$ cat config.mk
export PLATFORM = sky130hd
export DESIGN_NAME = amode_bus_seq
export DESIGN_NICKNAME = d
export VERILOG_FILES = /design/src/rtl/amode_pkg.sv /design/src/rtl/amode_fsm.sv /design/src/rtl/amode_agen.sv /design/src/rtl/amode_wdata.sv /design/src/rtl/amode_bus_seq.sv
export SDC_FILE = /design/constraint.sdc
export NUM_CORES = 1
export LEC_CHECK = 0
export BUFFER_PORTS_ARGS = -buffer_cell sky130_fd_sc_hd__buf_2
export CAP_MARGIN = 30
export CORE_MARGIN = 2
export CORE_UTILIZATION = 55
export DETAILED_ROUTE_END_ITERATION = 8
export PLACE_DENSITY = 0.77
export SYNTH_ARGS = -nofsm -noshare
export SYNTH_HDL_FRONTEND = slang
export SYNTH_SLANG_ARGS = --single-unit
$ cat constraint.sdc
create_clock -name clk -period 4.5 [get_ports clk]
set_input_delay 0.9 -clock clk [delete_from_list [all_inputs] [get_ports clk]]
set_output_delay 0.9 -clock clk [all_outputs]
set_load 0.02 [all_outputs]
$ cat src/rtl/amode_pkg.sv
`timescale 1ns/1ps
package amode_pkg;
    localparam int DW = 8;
    localparam int AW = 2 * DW;

    typedef enum logic [3:0] {
        AM_IMPL = 4'd0, AM_ZP = 4'd1, AM_ZPX = 4'd2, AM_ZPY = 4'd3,
        AM_ABS = 4'd4, AM_ABSX = 4'd5, AM_ABSY = 4'd6,
        AM_INDX = 4'd7, AM_INDY = 4'd8
    } amode_e;

    typedef enum logic [1:0] {AK_READ, AK_WRITE, AK_RMW, AK_SPARE} akind_e;
    typedef enum logic [1:0] {MOP_INC, MOP_ASL, MOP_LSR, MOP_SPARE} mop_e;

    // ST_FIX: index added to low byte; final read or dummy read.
    // ST_KEEP / ST_MOD: the two write-backs of a read-modify-write.
    typedef enum logic [3:0] {
        ST_FETCH, ST_IMPL, ST_OPLO, ST_OPHI, ST_ZIDX,
        ST_PLO, ST_PHI, ST_FIX, ST_EFF, ST_KEEP, ST_MOD
    } state_e;

    typedef struct packed {
        amode_e mode;
        akind_e kind;
        mop_e   op;
    } ictl_t;

    function automatic logic mode_uses_y(amode_e m);
        return (m == AM_ZPY) || (m == AM_ABSY) || (m == AM_INDY);
    endfunction

    function automatic logic [DW-1:0] apply_mop(mop_e op, logic [DW-1:0] v);
        case (op)
            MOP_ASL: return {v[DW-2:0], 1'b0};
            MOP_LSR: return {1'b0, v[DW-1:1]};
            default: return v + 1'b1;
        endcase
    endfunction
endpackage

$ cat src/rtl/amode_fsm.sv
`timescale 1ns/1ps
module amode_fsm
    import amode_pkg::*;
(
    input  logic   clk,
    input  logic   rst,
    input  ictl_t  ctl_in,
    input  logic   fix_carry,
    output state_e state,
    output ictl_t  ctl,
    output logic   done
);
    state_e nxt;

    always_ff @(posedge clk) begin
        if (rst) begin
            state <= ST_FETCH;
            ctl   <= ictl_t'('0);
        end else begin
            state <= nxt;
            if (state == ST_FETCH) ctl <= ctl_in;
        end
    end

    always_comb begin
        nxt  = state;
        done = 1'b0;
        case (state)
            ST_FETCH: nxt = (ctl_in.mode == AM_IMPL || ctl_in.mode > AM_INDY) ? ST_IMPL : ST_OPLO;
            ST_IMPL: begin
                done = 1'b1;
                nxt  = ST_FETCH;
            end
            ST_OPLO: begin
                case (ctl.mode)
                    AM_ZP:                  nxt = ST_EFF;
                    AM_ZPX, AM_ZPY, AM_INDX: nxt = ST_ZIDX;
                    AM_INDY:                nxt = ST_PLO;
                    default:                nxt = ST_OPHI;
                endcase
            end
            ST_OPHI: nxt = (ctl.mode == AM_ABS) ? ST_EFF : ST_FIX;
            ST_ZIDX: nxt = (ctl.mode == AM_INDX) ? ST_PLO : ST_EFF;
            ST_PLO:  nxt = ST_PHI;
            ST_PHI:  nxt = (ctl.mode == AM_INDX) ? ST_EFF : ST_FIX;
            ST_FIX: begin
                // only plain reads may skip the fix-up cycle
                if (!(ctl.kind inside {AK_WRITE, AK_RMW}) && !fix_carry) begin
                    done = 1'b1;
                    nxt  = ST_FETCH;
                end else begin
                    nxt = ST_EFF;
                end
            end
            ST_EFF: begin
                if (ctl.kind == AK_RMW) begin
                    nxt = ST_KEEP;
                end else begin
                    done = 1'b1;
                    nxt  = ST_FETCH;
                end
            end
            ST_KEEP: nxt = ST_MOD;
            ST_MOD: begin
                done = 1'b1;
                nxt  = ST_FETCH;
            end
            default: nxt = ST_FETCH;
        endcase
    end
endmodule

$ cat src/rtl/amode_agen.sv
`timescale 1ns/1ps
module amode_agen
    import amode_pkg::*;
#(
    parameter logic [AW-1:0] RESET_PC = '0
) (
    input  logic          clk,
    input  logic          rst,
    input  state_e        state,
    input  amode_e        mode,
    input  logic [DW-1:0] x,
    input  logic [DW-1:0] y,
    input  logic [DW-1:0] rdata,
    output logic [AW-1:0] addr,
    output logic          fix_carry
);
    localparam logic [DW-1:0] ZPAGE = '0;

    logic [AW-1:0] pc_q, ea_q;
    logic [DW-1:0] ptr_q, idx, zsum, ptr_nx;
    logic [DW:0]   lo_sum;

    assign idx       = mode_uses_y(mode) ? y : x;
    assign lo_sum    = {1'b0, ea_q[DW-1:0]} + {1'b0, idx};
    assign zsum      = ptr_q + idx;        // wraps inside page zero
    assign ptr_nx    = ptr_q + 1'b1;       // wraps inside page zero
    assign fix_carry = lo_sum[DW];

    always_comb begin
        case (state)
            ST_FETCH, ST_IMPL, ST_OPLO, ST_OPHI: addr = pc_q;
            ST_ZIDX, ST_PLO:                     addr = {ZPAGE, ptr_q};
            ST_PHI:                              addr = {ZPAGE, ptr_nx};
            ST_FIX:                              addr = {ea_q[AW-1:DW], lo_sum[DW-1:0]};
            default:                             addr = ea_q;
        endcase
    end

    always_ff @(posedge clk) begin
        if (rst) begin
            pc_q  <= RESET_PC;
            ea_q  <= '0;
            ptr_q <= '0;
        end else begin
            case (state)
                ST_FETCH: pc_q <= pc_q + AW'(1);
                ST_OPLO: begin
                    pc_q  <= pc_q + AW'(1);
                    ptr_q <= rdata;
                    ea_q  <= {ZPAGE, rdata};
                end
                ST_OPHI: begin
                    pc_q           <= pc_q + AW'(1);
                    ea_q[AW-1:DW]  <= rdata;
                end
                ST_ZIDX: begin
                    ptr_q <= zsum;
                    ea_q  <= {ZPAGE, zsum};
                end
                ST_PLO: ea_q[DW-1:0]  <= rdata;
                ST_PHI: ea_q[AW-1:DW] <= rdata;
                ST_FIX: ea_q <= {ea_q[AW-1:DW] + DW'(lo_sum[DW]), lo_sum[DW-1:0]};
                default: ;
            endcase
        end
    end
endmodule

$ cat src/rtl/amode_wdata.sv
`timescale 1ns/1ps
module amode_wdata
    import amode_pkg::*;
(
    input  logic          clk,
    input  logic          rst,
    input  state_e        state,
    input  akind_e        kind,
    input  mop_e          op,
    input  logic [DW-1:0] acc,
    input  logic [DW-1:0] rdata,
    output logic          we,
    output logic [DW-1:0] wdata
);
    logic [DW-1:0] opnd_q;

    always_ff @(posedge clk) begin
        if (rst)                  opnd_q <= '0;
        else if (state == ST_EFF) opnd_q <= rdata;
    end

    always_comb begin
        we    = 1'b0;
        wdata = '0;
        case (state)
            ST_EFF: begin
                if (kind == AK_WRITE) begin
                    we    = 1'b1;
                    wdata = acc;
                end
            end
            ST_KEEP: begin
                we    = 1'b1;
                wdata = opnd_q;
            end
            ST_MOD: begin
                we    = 1'b1;
                wdata = apply_mop(op, opnd_q);
            end
            default: ;
        endcase
    end
endmodule

$ cat src/rtl/amode_bus_seq.sv
`timescale 1ns/1ps
module amode_bus_seq
    import amode_pkg::*;
#(
    parameter logic [15:0] RESET_PC = 16'h0000
) (
    input  logic        clk,
    input  logic        rst,
    input  logic [3:0]  mode_i,
    input  logic [1:0]  kind_i,
    input  logic [1:0]  mop_i,
    input  logic [7:0]  x_i,
    input  logic [7:0]  y_i,
    input  logic [7:0]  acc_i,
    input  logic [7:0]  rdata_i,
    output logic [15:0] addr_o,
    output logic        we_o,
    output logic [7:0]  wdata_o,
    output logic        done_o
);
    ictl_t  ctl_in, ctl;
    state_e state;
    logic   fix_carry;
    mop_e   cur_mop;

    assign ctl_in.mode = amode_e'(mode_i);
    assign ctl_in.kind = akind_e'(kind_i);
    assign ctl_in.op   = mop_e'(mop_i);
    assign cur_mop     = ctl.op;

    amode_fsm u_fsm (
        .clk(clk), .rst(rst), .ctl_in(ctl_in), .fix_carry(fix_carry),
        .state(state), .ctl(ctl), .done(done_o)
    );

    amode_agen #(.RESET_PC(RESET_PC)) u_agen (
        .clk(clk), .rst(rst), .state(state), .mode(ctl.mode),
        .x(x_i), .y(y_i), .rdata(rdata_i), .addr(addr_o), .fix_carry(fix_carry)
    );

    amode_wdata u_wdata (
        .clk(clk), .rst(rst), .state(state), .kind(ctl.kind), .op(cur_mop),
        .acc(acc_i), .rdata(rdata_i), .we(we_o), .wdata(wdata_o)
    );
endmodule

==> run summary, run 1 <==
Status: finished, final reports clean
Final Skew: 12.73 ps
DRT iter0 DRCs: 432
Clock share of power: 14.9%
Simple-gate share of the synthesized area: 24.27%
Pre-CTS setup slack: 194.6 ps
Sw frac: 46.64%
Top FF cell, synth: dfxtp_1
DP Cell Count: 745
Flop pwr share: 27.9%
Die height: 95.99 µm
Drt wl/cell: 17.71 µm
Final GP Congestion: 0.9764
DRC violations left: 0
# rows: 33
Post-synthesis compound-gate area fraction: 27.74%
Synth Net Count: 668
Largest family of logic cells by synthesized area: compound AO/OA/AOI/OAI gates
Total track usage: 29.89%
Flop-to-flop setup slack: 560 ps
Most frequent cells in the layout: nor2_1, nand2_1, buf_2, dfxtp_1, a21oi_1
Yosys warnings: 0
Ports: 68
Hold Path Class: flip-flop to flip-flop
Area Overhead vs Synth: 12.02%
Endpoints failing hold: 0
Final cycle utilization of the critical path: 97.28%
Pwr/cell area: 561.1 nW/µm²
Post-CTS Hold Buffers: 0
Min Clock Period, post-route: 4377 ps
Detailed Route WL: 13,470 µm
Crit end category: output port
Clk pin slew, worst setup/hold paths: 70 ps
Num CTS Buffers: 9
Crit Path Class: flip-flop to output port
Post-Synthesis Cells: 600
Filler Cell Count: 736
Post-CTS Setup Repair Bufs: 0
Maximum clock rate: 228.4 MHz
Fin worst setup slack: 122.6 ps
CP startpoint kind: flip-flop
First-pass GRT wire length: 21,330 µm
Worst-Skew Late Latency: 350 ps
EDFF count, synth: 0
CP max FO: 12
Avg Inst Size Synth: 7.757 µm²
Placed wire-length estimate: 9956 µm
Core Box Area: 8217 µm²
Grt ovf: 0
Port bufs: 67
Starting density of the core: 56.65%
Die Wd: 95.99 µm
Post-synthesis mux area share: 3.280%
Pleak: 2.127 nW
Library cells used by synthesis: 73
Switching pwr: 0.001364 W
Largest net degree at the start of global routing: 54
Setup TNS: 0 ps
Via count: 4,816
Layout cells sized above 1: 18.75%
Combinational share of power: 57.3%
Cell area after synthesis: 4654 µm²
Asr flop ratio synth: 0%
Antenna cells: 0
Initial antenna violation count: 0
H-tree depth: 3
DR pass1 iterations: 5
Rel. slew slack: 39.94%
Register area share after synthesis: 25.81%
Vias in the first global route: 4,392
DR vias/cell: 6.329
Post-synthesis xor/xnor area fraction: 6.371%
CP Data Arrival Time: 3480 ps
Antenna-violating nets left: 0
Pint: 0.001561 W
Adder-cell share of the synthesized area: 7.312%
Most common cell after layout, fill and taps aside: nor2_1
Nets: 720
#FFs+latches synth: 60
Final setup violation count: 0
Unrepaired setup endpoints after global routing: false
Critical path required time: 3600 ps
Slew @ Worst Pin: 889.7 ps
Root buf cell: clkbuf_8
CTS tree: done
Maximum root-to-sink buffer count: 2
Max-cap violation count: 0
Slew Viols, Final: 0
Die area: 9214 µm²
Non-filler cells, final: 761
Clk sinks: 60
Peak VDD IR: 353.9 µV
kinds of logic after synthesis:
group / after synthesis
AOI/OAI and AO/OA: 181
xor gates and xnor gates: 33
adders and majority gates: 26
buffers and inverters: 51
DFF: 60
muxes: 14
and+or+nand+nor: 235
per-layer routing:
layer  up-vias  track usage [%]  routed length, µm
met3        43            8.144               1228
li1       2316                -                  -
met5         -                0                  0
met2       247            47.92               6312
met4         0            10.83                384
met1      2210            38.45               5549
layout make-up:
cell class              count  area, µm²  share of cell area, %
multi-input cells         489       3237                  62.08
flip-flops and latches     60       1209                  23.18
repair buffers             76      405.4                  7.775
clock buffers              13      158.9                  3.048
well taps                 105      131.4                  2.520
inverters                  16      62.56                  1.200
clock inverters             2      10.01                 0.1920
synth_stat cells (6+ instances only):
| library cell | number | area [µm²] |
|---|---|---|
| ha_1 | 24 | 300.3 |
| nor3_1 | 16 | 80.08 |
| a31oi_1 | 8 | 50.05 |
| nor2_1 | 78 | 292.8 |
| a311oi_1 | 6 | 52.55 |
| a221oi_1 | 13 | 113.9 |
| a22oi_1 | 11 | 82.58 |
| nand2_1 | 67 | 251.5 |
| a22o_1 | 9 | 78.83 |
| xnor2_1 | 18 | 157.7 |
| nand3_1 | 21 | 105.1 |
| or3_1 | 8 | 50.05 |
| clkbuf_1 | 20 | 75.07 |
| a211oi_1 | 7 | 52.55 |
| buf_2 | 9 | 45.04 |
| and3_1 | 13 | 81.33 |
| o21ai_0 | 32 | 160.2 |
| xor2_1 | 14 | 122.6 |
| mux2_2 | 9 | 101.4 |
| dfxtp_1 | 60 | 1201 |
| a21oi_1 | 48 | 240.2 |
| inv_1 | 14 | 52.55 |
registers in the layout (all words and copies together), names as in the netlist:
| name | flops |
|---|---|
| u_fsm.ctl | 8 |
| u_agen.ea_q | 16 |
| u_agen.pc_q | 16 |
| u_wdata.opnd_q | 8 |
| u_fsm.state | 4 |
| u_agen.ptr_q | 8 |
worst max-delay path, stage by stage, from the launching register on:
cell and delay [ps]:
dfxtp_4 420, xor2_2 180, nand2_1 90, o21a_2 250
mux2_2 300, ha_1 240, fa_2 410, a211oi_2 240
o21ai_0 160, a21oi_1 260, o21ai_0 140, o211ai_1 250
buf_4 190
worst paths after layout:
path                          startpoint                      endpoint  cells past startpoint
max            u_fsm.ctl[6]$_SDFFE_PP0P_                        done_o                     12
min          u_agen.ea_q[4]$_SDFFE_PP0P_   u_agen.ea_q[4]$_SDFFE_PP0P_                      2
max reg2reg    u_fsm.ctl[6]$_SDFFE_PP0P_  u_agen.ea_q[14]$_SDFFE_PP0P_                     17
min reg2reg  u_agen.ea_q[4]$_SDFFE_PP0P_   u_agen.ea_q[4]$_SDFFE_PP0P_                      2
power groups by stage:
stage          Combinational [W]  Clock (W)  Sequential [W]
6_report                 0.00168   0.000435        0.000815
5_1_grt                  0.00184   0.000466        0.000832
4_1_cts                  0.00162   0.000440        0.000804
3_5_place_dp             0.00160          0        0.000814
3_3_place_gp             0.00157          0        0.000807
2_1_floorplan            0.00132          0        0.000747
metrics by stage:
step	util [%]	hold WS (ps)	cell area [µm²]	total power (W)
detailed placement	60.86	503.0	5001	0.002417
global route	63.45	540.6	5214	0.003137
floorplan	-	471.4	4654	0.002065
global placement	60.86	498.4	5001	0.002375
finish	63.45	515.1	5214	0.002926
CTS	63.04	513.8	5180	0.002868
timing repair:
item / 4_1_cts / 5_1_grt
resized for setup: 4 / 7
pin swaps: 1 / 2
setup endpoints to repair: 3 / 5
Note: power is estimated with default switching activity, not from simulation.
==> run 2, diff against run 1 <==
RECOVER_POWER = 50   (was not set)
==> run 2 against run 1 <==
Net effect: the flow now finishes with violations (capacitance limit, slew limit); worst hold slack barely moved; core utilization fell by 0.55 points; sequential share of layout area rose by 0.20 points; clock power hardly changed; non-clock buffer count stayed put; die area unchanged; design area down 0.86%; first-iteration DRC count down 8.3%; via count increased by 0.21%; largest cell class unchanged; largest power group unchanged.
==> run summary, run 2 (synthesis gave the netlist of run 1 again) <==
Status: finished with violations (was finished, final reports clean)
Failing checks: capacitance limit, slew limit
Area Overhead vs Synth: 11.05% (was 12.02%)
Drt wl/cell: 17.73 µm (was 17.71 µm)
Unrepaired setup endpoints after global routing: false (unchanged)
Largest net degree at the start of global routing: 54 (unchanged)
Pint: 0.001546 W (was 0.001561 W)
Total track usage: 29.89% (unchanged)
Port bufs: 67 (unchanged)
Layout cells sized above 1: 17.84% (was 18.75%)
Final setup violation count: 0 (unchanged)
Ports: 68 (unchanged)
Die height: 95.99 µm (unchanged)
Pwr/cell area: 560.6 nW/µm² (was 561.1 nW/µm²)
Final GP Congestion: 0.9764 (unchanged)
DR vias/cell: 6.342 (was 6.329)
Core Box Area: 8217 µm² (unchanged)
CTS tree: done (unchanged)
Die Wd: 95.99 µm (unchanged)
Nets: 720 (unchanged)
CP max FO: 12 (unchanged)
Flop-to-flop setup slack: 570 ps (was 560 ps)
Antenna cells: 0 (unchanged)
Most frequent cells in the layout: nor2_1, nand2_1, buf_2, dfxtp_1, a21oi_1 (unchanged)
Pre-CTS setup slack: 194.6 ps (unchanged)
Clk sinks: 60 (unchanged)
Switching pwr: 0.001352 W (was 0.001364 W)
Maximum clock rate: 228.5 MHz (was 228.4 MHz)
First-pass GRT wire length: 21,330 µm (unchanged)
DRT iter0 DRCs: 396 (was 432)
Crit Path Class: flip-flop to output port (unchanged)
H-tree depth: 3 (unchanged)
Fin worst setup slack: 123.0 ps (was 122.6 ps)
Starting density of the core: 56.65% (unchanged)
Critical path required time: 3600 ps (about the same)
Leading registers by flop count: u_agen.ea_q (16), u_agen.pc_q (16) (unchanged)
Placed wire-length estimate: 9956 µm (unchanged)
# rows: 33 (unchanged)
Pleak: 2.111 nW (was 2.127 nW)
Met2 wire length: 6237 µm (was 6312 µm)
Max-cap violation count: 1 (was 0)
Final Skew: 14.82 ps (was 12.73 ps)
Initial antenna violation count: 0 (unchanged)
CP Data Arrival Time: 3480 ps (about the same)
Slew Viols, Final: 15 (was 0)
Sw frac: 46.66% (was 46.64%)
Hold Path Class: flip-flop to flip-flop (unchanged)
Worst-Skew Late Latency: 350 ps (about the same)
CP endpoint: done_o (unchanged)
Die area: 9214 µm² (unchanged)
Num CTS Buffers: 9 (unchanged)
Vias in the first global route: 4,392 (unchanged)
Setup crit start: u_fsm.ctl[6]$_SDFFE_PP0P_ (unchanged)
Most common cell after layout, fill and taps aside: nor2_1 (unchanged)
Final cycle utilization of the critical path: 97.27% (was 97.28%)
CP startpoint kind: flip-flop (unchanged)
Setup TNS: 0 ps (unchanged)
Crit end category: output port (unchanged)
RR Startpoint: u_fsm.ctl[6]$_SDFFE_PP0P_ (unchanged)
Max Used Layer: met4 (unchanged)
Filler Cell Count: 746 (was 736)
Post-CTS Setup Repair Bufs: 0 (unchanged)
DR pass1 iterations: 6 (was 5)
DRC violations left: 0 (unchanged)
Grt ovf: 0 (unchanged)
Peak VDD IR: 353.8 µV (was 353.9 µV)
Detailed Route WL: 13,500 µm (was 13,470 µm)
Rel. slew slack: -49.86% (was 39.94%)
Endpoints failing hold: 0 (unchanged)
Slew @ Worst Pin: 2227 ps (was 889.7 ps)
Post-CTS Hold Buffers: 0 (unchanged)
Met3 WL: 1293 µm (was 1228 µm)
Clock share of power: 15.0% (was 14.9%)
Via count: 4,826 (was 4,816)
R2R depth: 17 (unchanged)
Antenna-violating nets left: 0 (unchanged)
Flop pwr share: 28.1% (was 27.9%)
Maximum root-to-sink buffer count: 2 (unchanged)
Combinational share of power: 56.9% (was 57.3%)
FF-to-FF End: u_agen.ea_q[14]$_SDFFE_PP0P_ (unchanged)
Metal1 wirelength: 5566 µm (was 5549 µm)
Root buf cell: clkbuf_8 (unchanged)
Clk pin slew, worst setup/hold paths: 70 ps (about the same)
Min Clock Period, post-route: 4377 ps (about the same)
-- run 2: stage by stage --
step	hold WS (ps)	area [µm²]	std cells	power [W]	util (%)
finish	515.5	5169	761	0.002898	62.91
global route	540.6	5169	761	0.003107	62.91
CTS	513.8	5180	760	0.002868	63.04
detailed placement	503.0	5001	745	0.002417	60.86
global placement	498.4	5001	745	0.002375	60.86
floorplan	471.4	4654	600	0.002065	-
-- run 2: worst max-delay path, stage by stage (launching register included) --
cell,delay [ps]
dfxtp_4,430
xor2_2,170
nand2_1,80
o21a_2,250
mux2_2,300
ha_1,240
fa_2,400
a211oi_2,240
o21ai_0,160
a21oi_1,260
o21ai_0,140
o211ai_1,260
buf_4,200
-- run 2: worst min path at each step --
stage,from,end,depth (start not counted)
detailed placement,u_agen.ea_q[3]$_SDFFE_PP0P_,u_agen.ea_q[3]$_SDFFE_PP0P_,2
finish,u_agen.ea_q[4]$_SDFFE_PP0P_,u_agen.ea_q[4]$_SDFFE_PP0P_,2
CTS,u_agen.ea_q[4]$_SDFFE_PP0P_,u_agen.ea_q[4]$_SDFFE_PP0P_,2
floorplan,u_agen.ea_q[3]$_SDFFE_PP0P_,u_agen.ea_q[3]$_SDFFE_PP0P_,2
global placement,u_wdata.opnd_q[7]$_SDFFE_PP0P_,u_wdata.opnd_q[7]$_SDFFE_PP0P_,2
global route,u_agen.ea_q[3]$_SDFFE_PP0P_,u_agen.ea_q[3]$_SDFFE_PP0P_,2
-- run 2: repair_timing --
action                     in CTS  in global routing
setup endpoints to repair       3                  5
pin swaps                       1                  2
resized for setup               4                  7
-- run 2: per-layer routing --
layer | up-vias | GRT usage (%)
met5 | - | 0
met4 | 0 | 10.83
met3 | 42 | 8.144
li1 | 2315 | -
met1 | 2203 | 38.45
met2 | 266 | 47.92
-- run 2: final cells by class --
| cell class | count | area [µm²] | area share [%] |
|---|---|---|---|
| Multi-Input combinational cell | 489 | 3199 | 61.90 |
| Sequential cell | 60 | 1209 | 23.38 |
| Timing Repair Buffer | 76 | 397.9 | 7.698 |
| Clock buffer | 13 | 158.9 | 3.074 |
| Tap cell | 105 | 131.4 | 2.542 |
| Inverter | 16 | 62.56 | 1.210 |
| Clock inverter | 2 | 10.01 | 0.1937 |
-- run 2: power groups by stage --
stage / Combinational [W] / Clock [W] / Sequential, W
after floorplan: 0.00132 / 0 / 0.000747
after global placement: 0.00157 / 0 / 0.000807
after CTS: 0.00162 / 0.000440 / 0.000804
after detailed placement: 0.00160 / 0 / 0.000814
after global routing: 0.00181 / 0.000466 / 0.000831
final: 0.00165 / 0.000436 / 0.000813
